$ cat src/rtl/mont_pkg.sv
package mont_pkg;

  typedef enum logic {
    SEQ_IDLE = 1'b0,
    SEQ_RUN  = 1'b1
  } seq_state_t;

  function automatic int unsigned cnt_width(input int unsigned n);
    return (n > 1) ? $clog2(n) : 1;
  endfunction

endpackage

$ cat src/rtl/mont_qdigit.sv
module mont_qdigit #(
  parameter int unsigned DIG_W = 4
) (
  input  logic [DIG_W-1:0] p0_i,
  input  logic [DIG_W-1:0] digit_i,
  input  logic [DIG_W-1:0] b0_i,
  input  logic [DIG_W-1:0] mprime_i,
  output logic [DIG_W-1:0] q_o
);

  generate
    if (DIG_W == 1) begin : g_bit
      // radix 2: m' is always 1, the product is a parity
      logic unused_mp;
      assign unused_mp = mprime_i[0];
      assign q_o       = p0_i ^ (digit_i & b0_i);
    end else begin : g_digit
      logic [DIG_W-1:0] ab_lo;
      logic [DIG_W-1:0] t_lo;
      // all arithmetic truncated to one digit: mod r for free
      assign ab_lo = digit_i * b0_i;
      assign t_lo  = p0_i + ab_lo;
      assign q_o   = t_lo * mprime_i;
    end
  endgenerate

endmodule

$ cat src/rtl/mont_step.sv
module mont_step #(
  parameter int unsigned DIG_W   = 4,
  parameter int unsigned OPW     = 12,
  localparam int unsigned RES_W  = OPW + 1,
  localparam int unsigned ACC_W  = OPW + DIG_W + 2
) (
  input  logic [RES_W-1:0] p_i,
  input  logic [DIG_W-1:0] digit_i,
  input  logic [DIG_W-1:0] q_i,
  input  logic [OPW-1:0]   b_i,
  input  logic [OPW-1:0]   m_i,
  output logic [ACC_W-1:0] sum_o
);

  logic [ACC_W-1:0] ab_t;
  logic [ACC_W-1:0] qm_t;

  generate
    if (DIG_W == 1) begin : g_gate
      assign ab_t = digit_i[0] ? ACC_W'(b_i) : '0;
      assign qm_t = q_i[0]     ? ACC_W'(m_i) : '0;
    end else begin : g_mul
      assign ab_t = ACC_W'(digit_i) * ACC_W'(b_i);
      assign qm_t = ACC_W'(q_i)     * ACC_W'(m_i);
    end
  endgenerate

  assign sum_o = ACC_W'(p_i) + ab_t + qm_t;

endmodule

$ cat src/rtl/mont_seq.sv
module mont_seq
  import mont_pkg::*;
#(
  parameter int unsigned NUM_DIG = 3,
  localparam int unsigned CNT_W  = cnt_width(NUM_DIG)
) (
  input  logic clk_i,
  input  logic rst_ni,
  input  logic start_i,
  output logic load_o,
  output logic step_o,
  output logic done_o
);

  localparam logic [CNT_W-1:0] LAST_IT = CNT_W'(NUM_DIG - 1);

  seq_state_t       state_q, state_d;
  logic [CNT_W-1:0] cnt_q, cnt_d;
  logic             done_q, done_d;
  logic             cnt_en;

  always_comb begin
    state_d = state_q;
    cnt_d   = cnt_q;
    done_d  = 1'b0;
    unique case (state_q)
      SEQ_IDLE: begin
        if (start_i) begin
          state_d = SEQ_RUN;
          cnt_d   = '0;
        end
      end
      SEQ_RUN: begin
        if (cnt_q == LAST_IT) begin
          state_d = SEQ_IDLE;
          done_d  = 1'b1;
          cnt_d   = '0;
        end else begin
          cnt_d = cnt_q + 1'b1;
        end
      end
      default: state_d = SEQ_IDLE;
    endcase
  end

  assign cnt_en = start_i | (state_q == SEQ_RUN);

  always_ff @(posedge clk_i or negedge rst_ni) begin
    if (!rst_ni) begin
      state_q <= SEQ_IDLE;
      done_q  <= 1'b0;
    end else begin
      state_q <= state_d;
      done_q  <= done_d;
    end
  end

  always_ff @(posedge clk_i or negedge rst_ni) begin
    if (!rst_ni) begin
      cnt_q <= '0;
    end else if (cnt_en) begin
      cnt_q <= cnt_d;
    end
  end

  assign load_o = (state_q == SEQ_IDLE) && start_i;
  assign step_o = (state_q == SEQ_RUN);
  assign done_o = done_q;

endmodule

$ cat src/rtl/mont_mul_ds.sv
module mont_mul_ds
  import mont_pkg::*;
#(
  parameter int unsigned DIG_W   = 4,
  parameter int unsigned NUM_DIG = 3,
  localparam int unsigned OPW    = DIG_W * NUM_DIG,
  localparam int unsigned RES_W  = OPW + 1,
  localparam int unsigned ACC_W  = OPW + DIG_W + 2
) (
  input  logic             clk_i,
  input  logic             rst_ni,
  input  logic             start_i,
  input  logic [OPW-1:0]   a_i,
  input  logic [OPW-1:0]   b_i,
  input  logic [OPW-1:0]   m_i,
  input  logic [DIG_W-1:0] mprime_i,
  output logic             busy_o,
  output logic             done_o,
  output logic [RES_W-1:0] res_o
);

  logic load, step;

  logic [OPW-1:0]   a_sh_q, a_sh_d;
  logic [OPW-1:0]   b_q, b_d;
  logic [OPW-1:0]   m_q, m_d;
  logic [DIG_W-1:0] mp_q, mp_d;
  logic [RES_W-1:0] p_q, p_d;
  logic             op_en, p_en;

  logic [DIG_W-1:0] digit;
  logic [DIG_W-1:0] qdig;
  logic [ACC_W-1:0] sum_w;
  logic [RES_W-1:0] p_nxt;

  mont_seq #(
    .NUM_DIG (NUM_DIG)
  ) u_seq (
    .clk_i   (clk_i),
    .rst_ni  (rst_ni),
    .start_i (start_i),
    .load_o  (load),
    .step_o  (step),
    .done_o  (done_o)
  );

  assign digit = a_sh_q[DIG_W-1:0];

  mont_qdigit #(
    .DIG_W (DIG_W)
  ) u_qdig (
    .p0_i     (p_q[DIG_W-1:0]),
    .digit_i  (digit),
    .b0_i     (b_q[DIG_W-1:0]),
    .mprime_i (mp_q),
    .q_o      (qdig)
  );

  mont_step #(
    .DIG_W (DIG_W),
    .OPW   (OPW)
  ) u_step (
    .p_i     (p_q),
    .digit_i (digit),
    .q_i     (qdig),
    .b_i     (b_q),
    .m_i     (m_q),
    .sum_o   (sum_w)
  );

  // low digit is zero by choice of q: the divide by r is a shift
  assign p_nxt = sum_w[RES_W+DIG_W-1:DIG_W];

  always_comb begin
    a_sh_d = a_sh_q;
    b_d    = b_q;
    m_d    = m_q;
    mp_d   = mp_q;
    p_d    = p_q;
    if (load) begin
      a_sh_d = a_i;
      b_d    = b_i;
      m_d    = m_i;
      mp_d   = mprime_i;
      p_d    = '0;
    end else if (step) begin
      a_sh_d = a_sh_q >> DIG_W;
      p_d    = p_nxt;
    end
  end

  assign op_en = load;
  assign p_en  = load | step;

  always_ff @(posedge clk_i or negedge rst_ni) begin
    if (!rst_ni) begin
      b_q  <= '0;
      m_q  <= '0;
      mp_q <= '0;
    end else if (op_en) begin
      b_q  <= b_d;
      m_q  <= m_d;
      mp_q <= mp_d;
    end
  end

  always_ff @(posedge clk_i or negedge rst_ni) begin
    if (!rst_ni) begin
      a_sh_q <= '0;
      p_q    <= '0;
    end else if (p_en) begin
      a_sh_q <= a_sh_d;
      p_q    <= p_d;
    end
  end

  assign busy_o = step;
  assign res_o  = p_q;

endmodule

$ cat config.mk
export PLATFORM = sky130hd
export DESIGN_NAME = mont_mul_ds
export DESIGN_NICKNAME = d
export VERILOG_FILES = /design/src/rtl/mont_pkg.sv /design/src/rtl/mont_qdigit.sv /design/src/rtl/mont_step.sv /design/src/rtl/mont_seq.sv /design/src/rtl/mont_mul_ds.sv
export SDC_FILE = /design/constraint.sdc
export NUM_CORES = 1
export LEC_CHECK = 0
export BUFFER_PORTS_ARGS = -buffer_cell sky130_fd_sc_hd__clkbuf_2
export CORE_MARGIN = 3
export CORE_UTILIZATION = 55
export CTS_BUF_LIST = sky130_fd_sc_hd__clkbuf_8 sky130_fd_sc_hd__clkbuf_16
export CTS_CLUSTER_SIZE = 12
export DETAILED_ROUTE_END_ITERATION = 8
export GPL_TIMING_DRIVEN = 0
export PLACE_DENSITY = 0.73
export SLEW_MARGIN = 20
export SYNTH_ARGS = -nofsm -noshare
export SYNTH_HDL_FRONTEND = slang
export SYNTH_SLANG_ARGS = --single-unit
$ cat constraint.sdc
create_clock -name clk_i -period 24.3 [get_ports clk_i]
set_input_delay 1.215 -clock clk_i [delete_from_list [all_inputs] [get_ports clk_i]]
set_output_delay 1.215 -clock clk_i [all_outputs]
set_load 0.01 [all_outputs]
# Word-level counts from Yosys, hierarchy flattened
# Cells that the tools add are included.
# word_totals
ff_bits,57
latchBits,0
mem_bits_rw,0
mem_bits_ro,0
in_bits,43
output_inout_bits,15
elab_cells,37
n_memories,0
# classes
addsub,4
n_mul,4
div_mod_pow,0
order_cmp,0
eq_ne,2
shift,0
mux,12
bitwise_logic,3
reduce_logical,4
# op_table
operator,count
4-bit by 12-bit multiplier with 16-bit output,2
13-bit two-way mux,2
12-bit two-way mux,2
13-bit by 16-bit adder with 17-bit output,1
17-bit by 16-bit adder with 17-bit output,1
4-bit by 4-bit multiplier with 4-bit output,2
4-bit adder,1
1-bit two-way mux,4
2-bit two-way mux,2
2-bit case mux with 2 select lines,1
2-bit AND reduction,2
"2-bit by 1-bit adder with 2-bit output, second input constant",1
"2-bit equality test, second input constant",1
"2-bit inequality test, second input constant",1
1-bit bitwise OR,2
1-bit case mux with 2 select lines,1
2-bit nonzero test,1
1-bit logical AND,1
1-bit inverter,1

# Depth between registers and ports, before layout
# logic_depth
depth_word,7
ltp_mapped,32
depth_no_buf,30

# Hierarchy
# Synthesis repeated with hierarchy kept, for this count alone.
# hier_totals
hier_cells,674
hier_area_um2,6542.5
# by_module_without_submodules
module,n_inst,cells_per_inst,area_per_inst_um2,seq_area_each_um2
mont_step,1,462,3784.9,0.0
mont_mul_ds,1,153,2184.6,1326.3
mont_qdigit,1,47,417.9,0.0
mont_seq,1,12,155.1,100.1

# Least setup slack after synthesis
# No wires, ideal clock.
# synth_path
path_type,flip-flop to flip-flop
startpoint,register a_sh_q[1]
endpoint,"register p_q[9], in the netlist res_o[9]"
setup_ps,120
arrival_ps,7667
t_required_ps,24180
setup_slack_ps,16514
stages_incl_launch_ff,33
n_path_buf,2
period_less_slack_ps,7786
path_cell_list,dfrtp_1 clkbuf_1 and2_1 ha_1 ha_1 inv_1 fa_1 fa_1 nor2b_1 ha_1 ha_1 xnor2_1 xnor2_1 xnor2_1 xnor2_1 xnor2_1 buf_2 and2_1 fa_1 inv_1 fa_1 inv_1 fa_1 inv_1 fa_1 inv_1 ha_1 and4_4 a211oi_4 o211ai_4 o21a_1 or3_1 a31o_1
# synth_via
elab_chain_cells,7
word_cells_on_any_way,9
cone_classes,add/sub: 3; mul: 4; mux: 2
# synth_lines
item,line,source
start: declaration,mont_mul_ds.sv:24,"logic [OPW-1:0] a_sh_q, a_sh_d;"
start signal: assignment,mont_mul_ds.sv:112,a_sh_q <= a_sh_d;
4-bit by 4-bit multiplier with 4-bit output,mont_qdigit.sv:21,assign ab_lo = digit_i * b0_i;
4-bit adder,mont_qdigit.sv:22,assign t_lo = p0_i + ab_lo;
4-bit by 4-bit multiplier with 4-bit output,mont_qdigit.sv:23,assign q_o = t_lo * mprime_i;
4-bit by 12-bit multiplier with 16-bit output,mont_step.sv:24,assign qm_t = ACC_W'(q_i) * ACC_W'(m_i);
17-bit by 16-bit adder with 17-bit output *,mont_step.sv:28,assign sum_o = ACC_W'(p_i) + ab_t + qm_t;
13-bit two-way mux *,mont_mul_ds.sv:86,end else if (step) begin
13-bit two-way mux *,mont_mul_ds.sv:80,if (load) begin
end signal: assignment,mont_mul_ds.sv:113,p_q <= p_d;
end: declaration,mont_mul_ds.sv:28,"logic [RES_W-1:0] p_q, p_d;"
# Every way passes the cells marked *; elsewhere a longest branch is shown, timed or not. The select of a mux whose other input is x is not followed.
# A chain may end at the register's enable or synchronous reset.

# Final worst setup path
# Ends and elaborated chain as after synthesis.

==> impl_summary.txt <==
----------------------------------------------------
[Synthesis]
  Synthesis-stage register bit count ... 57
  Synthesized instance count ... 588
  Number of unique standard cell types used by synthesis ... 47
  Total number of yosys warnings ... 0
  Post-Syn Area ... 5820 µm²
  Ys async rst share ... 100%
  Net count after synthesis ... 747
  Share of the yosys chip area belonging to registers ... 24.5%
  Prevailing post-synth register cell ... sky130_fd_sc_hd__dfrtp_1
  Number of enable flip-flop cells after synthesis ... 0
  Synthesized area divided by synthesized cell count ... 9.91 µm²

[Setup path]
  Critical path data arrival time ... 9.12 ns
  Most Frequent Cell on Critical Path ... sky130_fd_sc_hd__fa_1
  WS Path Type ... reg -> reg
  Launch instance of the worst register-to-register path ... a_sh_q[1]$_DFFE_PN0P_
  Reg-to-reg slack, setup ... 15.41 ns
  Required time worst endpoint ... 24.53 ns
  RR Endpoint ... res_o[9]$_DFFE_PN0P_
  Slowest stage cell on the critical path ... sky130_fd_sc_hd__clkbuf_1
  Crit path launch type ... flip-flop
  Worst Setup End Kind ... flip-flop
  Largest fanout on the critical path ... 10
  Reg2Reg Depth ... 32
  Worst path max stage delay ... 0.56 ns

[Placed design]
  Port buffer count ... 56
  Final weighted congestion of routability-driven global placement ... 0.920
  Post-detailed-placement half-perimeter wirelength ... 10.7 mm

[GRT]
  Most Used Layer, Global Route ... met2
  GR Overflow Total ... 0
  Global-route usage over all layers ... 25.1%
  Met3 layer usage reported by global route ... 4.97%
  Initial antenna violation count ... 0
  Met1 capacity usage during global routing ... 35.6%
  Maximum number of pins on one net before global-route repair ... 43
  Global routing usage on met2 ... 40.0%
  Wire length of the first global-routing pass ... 22.6 mm
  Number of global-route vias before repair ... 4444

[Timing]
  Final period util ... 36.6%
  Worst-margin pin slew ... 1.04 ns
  Slew Limit Fails ... 0
  Final hold slack ... 0.488 ns
  Hold Vio Cnt, Final ... 0
  Worst slew margin relative to its limit ... 30.1%
  Final-layout setup total negative slack ... 0 ns
  Final setup violation count ... 0
  RSZ-0062 raised after global routing ... false
  Worst setup skew after layout ... 0.0182 ns
  Upper clock frequency limit ... 113 MHz
  Post-route minimum period ... 8.89 ns

[Clock network]
  Insertion delay of the later-clocked pin in the worst-skew pair ... 0.36 ns
  CTS Buffer Depth ... 2
  Number of buffers inserted during clock tree synthesis ... 9
  Clock tree from TritonCTS ... yes
  CTS clk-pin slew, worst paths ... 0.08 ns
  Number of sinks handled by clock tree synthesis ... 57
  Post-CTS sizing ... 0
  # Post-CTS Setup Buffers ... 0
  Total of hold buffers inserted after clock tree synthesis ... 0
  Maximum level of the CTS H-tree ... 3
  Clock root buffer master ... sky130_fd_sc_hd__clkbuf_8

[Routing]
  Number of DRC violations after detailed routing ... 0
  Via-to-Cell Ratio ... 5.22
  Count of antenna-violating nets left after detailed routing ... 0
  Count of routing violations after the opening detailed-route iteration ... 202
  Post-DR wirelength/cell ... 16.6 µm
  Total iterations of the first detailed-routing run ... 5
  WL final ... 13.2 mm
  Routed vias ... 4142

[Final layout]
  NumNets Final ... 815
  Fraction of layout cells with a size suffix above 1 ... 17.1%
  Area taken by flip-flops and latches ... 1430 µm²
  Final antenna diode count ... 0
  Area occupied by multi-input gates ... 3820 µm²
  Area growth from synthesis to layout ... 12.0%
  Fill cell total of the finished layout ... 833
  Final core occ ... 64.9%

[Hold path]
  Launch point of the worst hold path ... a_sh_q[8]$_DFFE_PN0P_
  Depth of the worst hold-timing path ... 2
  Endpoint of the worst hold path ... a_sh_q[4]$_DFFE_PN0P_
  Hold Crit Class ... reg -> reg

[Die]
  Core outline area ... 10000 µm²
  I/O pin total ... 58
  Die area ... 11900 µm²
  DIE HEIGHT ... 109 µm
  Starting utilization of the core area ... 58.0%
  Die Span X ... 109 µm
  Cell Rows ... 36

[Flow run]
  Reported max-cap violation count ... 0

[Run status]
  Status ... finished, final reports clean

----------------------------------------------------
[sequential cells by signal, summed over array words and instances, names as in the netlist]
register,cells
mp_q,4
a_sh_q,12
res_o,13
u_seq.cnt_q,2
b_q,12
u_seq.done_o,1
m_q,12
u_seq.step_o,1
[logic make-up (layout without fill, tap and decap cells)]
| family | count (synthesis) | count (layout) | share of synthesized area, % |
|---|---|---|---|
| AOI/OAI and AO/OA | 50 | 50 | 6.32 |
| xor gates and xnor gates | 21 | 21 | 3.63 |
| adders and majority gates | 116 | 116 | 35.2 |
| buffers and inverters | 153 | 226 | 9.95 |
| DFF | 57 | 57 | 24.5 |
| muxes | 40 | 40 | 7.48 |
| and+or+nand+nor | 151 | 151 | 12.9 |
[how the worst max path moves through the flow]
stage / slack (ns) / to / startpoint / depth (start not counted)
after detailed placement: 15.46 / res_o[9]$_DFFE_PN0P_ / a_sh_q[1]$_DFFE_PN0P_ / 32
after CTS: 15.39 / res_o[9]$_DFFE_PN0P_ / a_sh_q[1]$_DFFE_PN0P_ / 32
after floorplan: 16.51 / res_o[9]$_DFFE_PN0P_ / a_sh_q[1]$_DFFE_PN0P_ / 32
after global placement: 15.65 / res_o[9]$_DFFE_PN0P_ / a_sh_q[1]$_DFFE_PN0P_ / 32
final: 15.41 / res_o[9]$_DFFE_PN0P_ / a_sh_q[1]$_DFFE_PN0P_ / 32
after global routing: 14.96 / res_o[9]$_DFFE_PN0P_ / a_sh_q[1]$_DFFE_PN0P_ / 32
[metrics by stage]
stage | std cells | setup slack (ns) | instance area, µm²
after global routing | 794 | 14.96 | 6520
final | 794 | 15.41 | 6520
after global placement | 777 | 15.65 | 6270
after floorplan | 588 | 16.51 | 5820
after CTS | 794 | 15.39 | 6520
after detailed placement | 778 | 15.46 | 6290
[synth_stat cells (2+ instances only)]
| library cell | instances | area, µm² |
|---|---|---|
| sky130_fd_sc_hd__dfrtp_1 | 57 | 1430 |
| sky130_fd_sc_hd__and3_1 | 3 | 18.8 |
| sky130_fd_sc_hd__inv_1 | 135 | 507 |
| sky130_fd_sc_hd__a21oi_1 | 6 | 30.0 |
| sky130_fd_sc_hd__ha_1 | 36 | 450 |
| sky130_fd_sc_hd__o21ai_1 | 2 | 10.0 |
| sky130_fd_sc_hd__nand2b_1 | 2 | 12.5 |
| sky130_fd_sc_hd__o211ai_1 | 2 | 15.0 |
| sky130_fd_sc_hd__nor3_1 | 6 | 30.0 |
| sky130_fd_sc_hd__buf_1 | 2 | 7.51 |
| sky130_fd_sc_hd__o21ai_0 | 11 | 55.1 |
| sky130_fd_sc_hd__a21o_1 | 8 | 60.1 |
| sky130_fd_sc_hd__mux2_2 | 28 | 315 |
| sky130_fd_sc_hd__o31ai_1 | 5 | 37.5 |
| sky130_fd_sc_hd__or3b_1 | 2 | 17.5 |
| sky130_fd_sc_hd__o21a_1 | 3 | 22.5 |
| sky130_fd_sc_hd__nand2_1 | 72 | 270 |
| sky130_fd_sc_hd__mux2i_1 | 12 | 120 |
| sky130_fd_sc_hd__xnor3_1 | 2 | 45.0 |
| sky130_fd_sc_hd__xnor2_1 | 14 | 123 |
| sky130_fd_sc_hd__xor2_1 | 5 | 43.8 |
| sky130_fd_sc_hd__a22o_1 | 2 | 17.5 |
| sky130_fd_sc_hd__fa_1 | 80 | 1600 |
| sky130_fd_sc_hd__clkbuf_1 | 12 | 45.0 |
| sky130_fd_sc_hd__nor2b_1 | 2 | 12.5 |
| sky130_fd_sc_hd__nor2_1 | 9 | 33.8 |
| sky130_fd_sc_hd__and2_1 | 47 | 294 |
| sky130_fd_sc_hd__buf_2 | 4 | 20.0 |
[layout make-up]
type	count	area share, %
clock inverter	6	1.38
buffer	18	1.11
clock buffer	10	2.11
multi-input combinational	378	58.6
inverter	135	7.77
sequential	57	21.9
timing repair buffer	57	4.64
tap	133	2.55
[cells in the final DEF, fill, tap and decap left out, types with 2 or more instances in the layout]
cell type / n
sky130_fd_sc_hd__a21o_1: 8
sky130_fd_sc_hd__a21oi_1: 6
sky130_fd_sc_hd__a22o_1: 2
sky130_fd_sc_hd__and2_1: 47
sky130_fd_sc_hd__and3_1: 3
sky130_fd_sc_hd__buf_1: 2
sky130_fd_sc_hd__buf_2: 4
sky130_fd_sc_hd__bufinv_16: 2
sky130_fd_sc_hd__clkbuf_1: 12
sky130_fd_sc_hd__clkbuf_2: 55
sky130_fd_sc_hd__clkbuf_8: 10
sky130_fd_sc_hd__dfrtp_1: 57
sky130_fd_sc_hd__fa_1: 80
sky130_fd_sc_hd__ha_1: 36
sky130_fd_sc_hd__inv_1: 135
sky130_fd_sc_hd__mux2_2: 28
sky130_fd_sc_hd__mux2i_1: 12
sky130_fd_sc_hd__nand2_1: 72
sky130_fd_sc_hd__nand2b_1: 2
sky130_fd_sc_hd__nor2_1: 9
sky130_fd_sc_hd__nor2b_1: 2
sky130_fd_sc_hd__nor3_1: 6
sky130_fd_sc_hd__o211ai_1: 2
sky130_fd_sc_hd__o21a_1: 3
sky130_fd_sc_hd__o21ai_0: 11
sky130_fd_sc_hd__o21ai_1: 2
sky130_fd_sc_hd__o31ai_1: 5
sky130_fd_sc_hd__or3b_1: 2
sky130_fd_sc_hd__xnor2_1: 14
sky130_fd_sc_hd__xnor3_1: 2
sky130_fd_sc_hd__xor2_1: 5
[per-layer routing]
layer | part of all wire [%] | wire length (µm) | up-vias
met1 | 44 | 5820 | 2073
met3 | 6.4 | 841 | 18
met2 | 47 | 6270 | 123
met5 | 0 | 0 | -
met4 | 2.1 | 277 | 0
li1 | - | - | 1928
[critical path: cells and delay by family (launching register included)]
family / cells / cell delay [ns]
AND/OR/NAND/NOR: 5 / 1.04
flip-flops: 1 / 0.45
adder cells (fa/ha/maj): 11 / 4.37
XOR/XNOR: 5 / 0.84
buffers and inverters: 7 / 1.05
AO/OA/AOI/OAI: 4 / 1.01
Power is not shown: default switching activity piles up to over one toggle a cycle in this logic, so the estimate is an artifact.
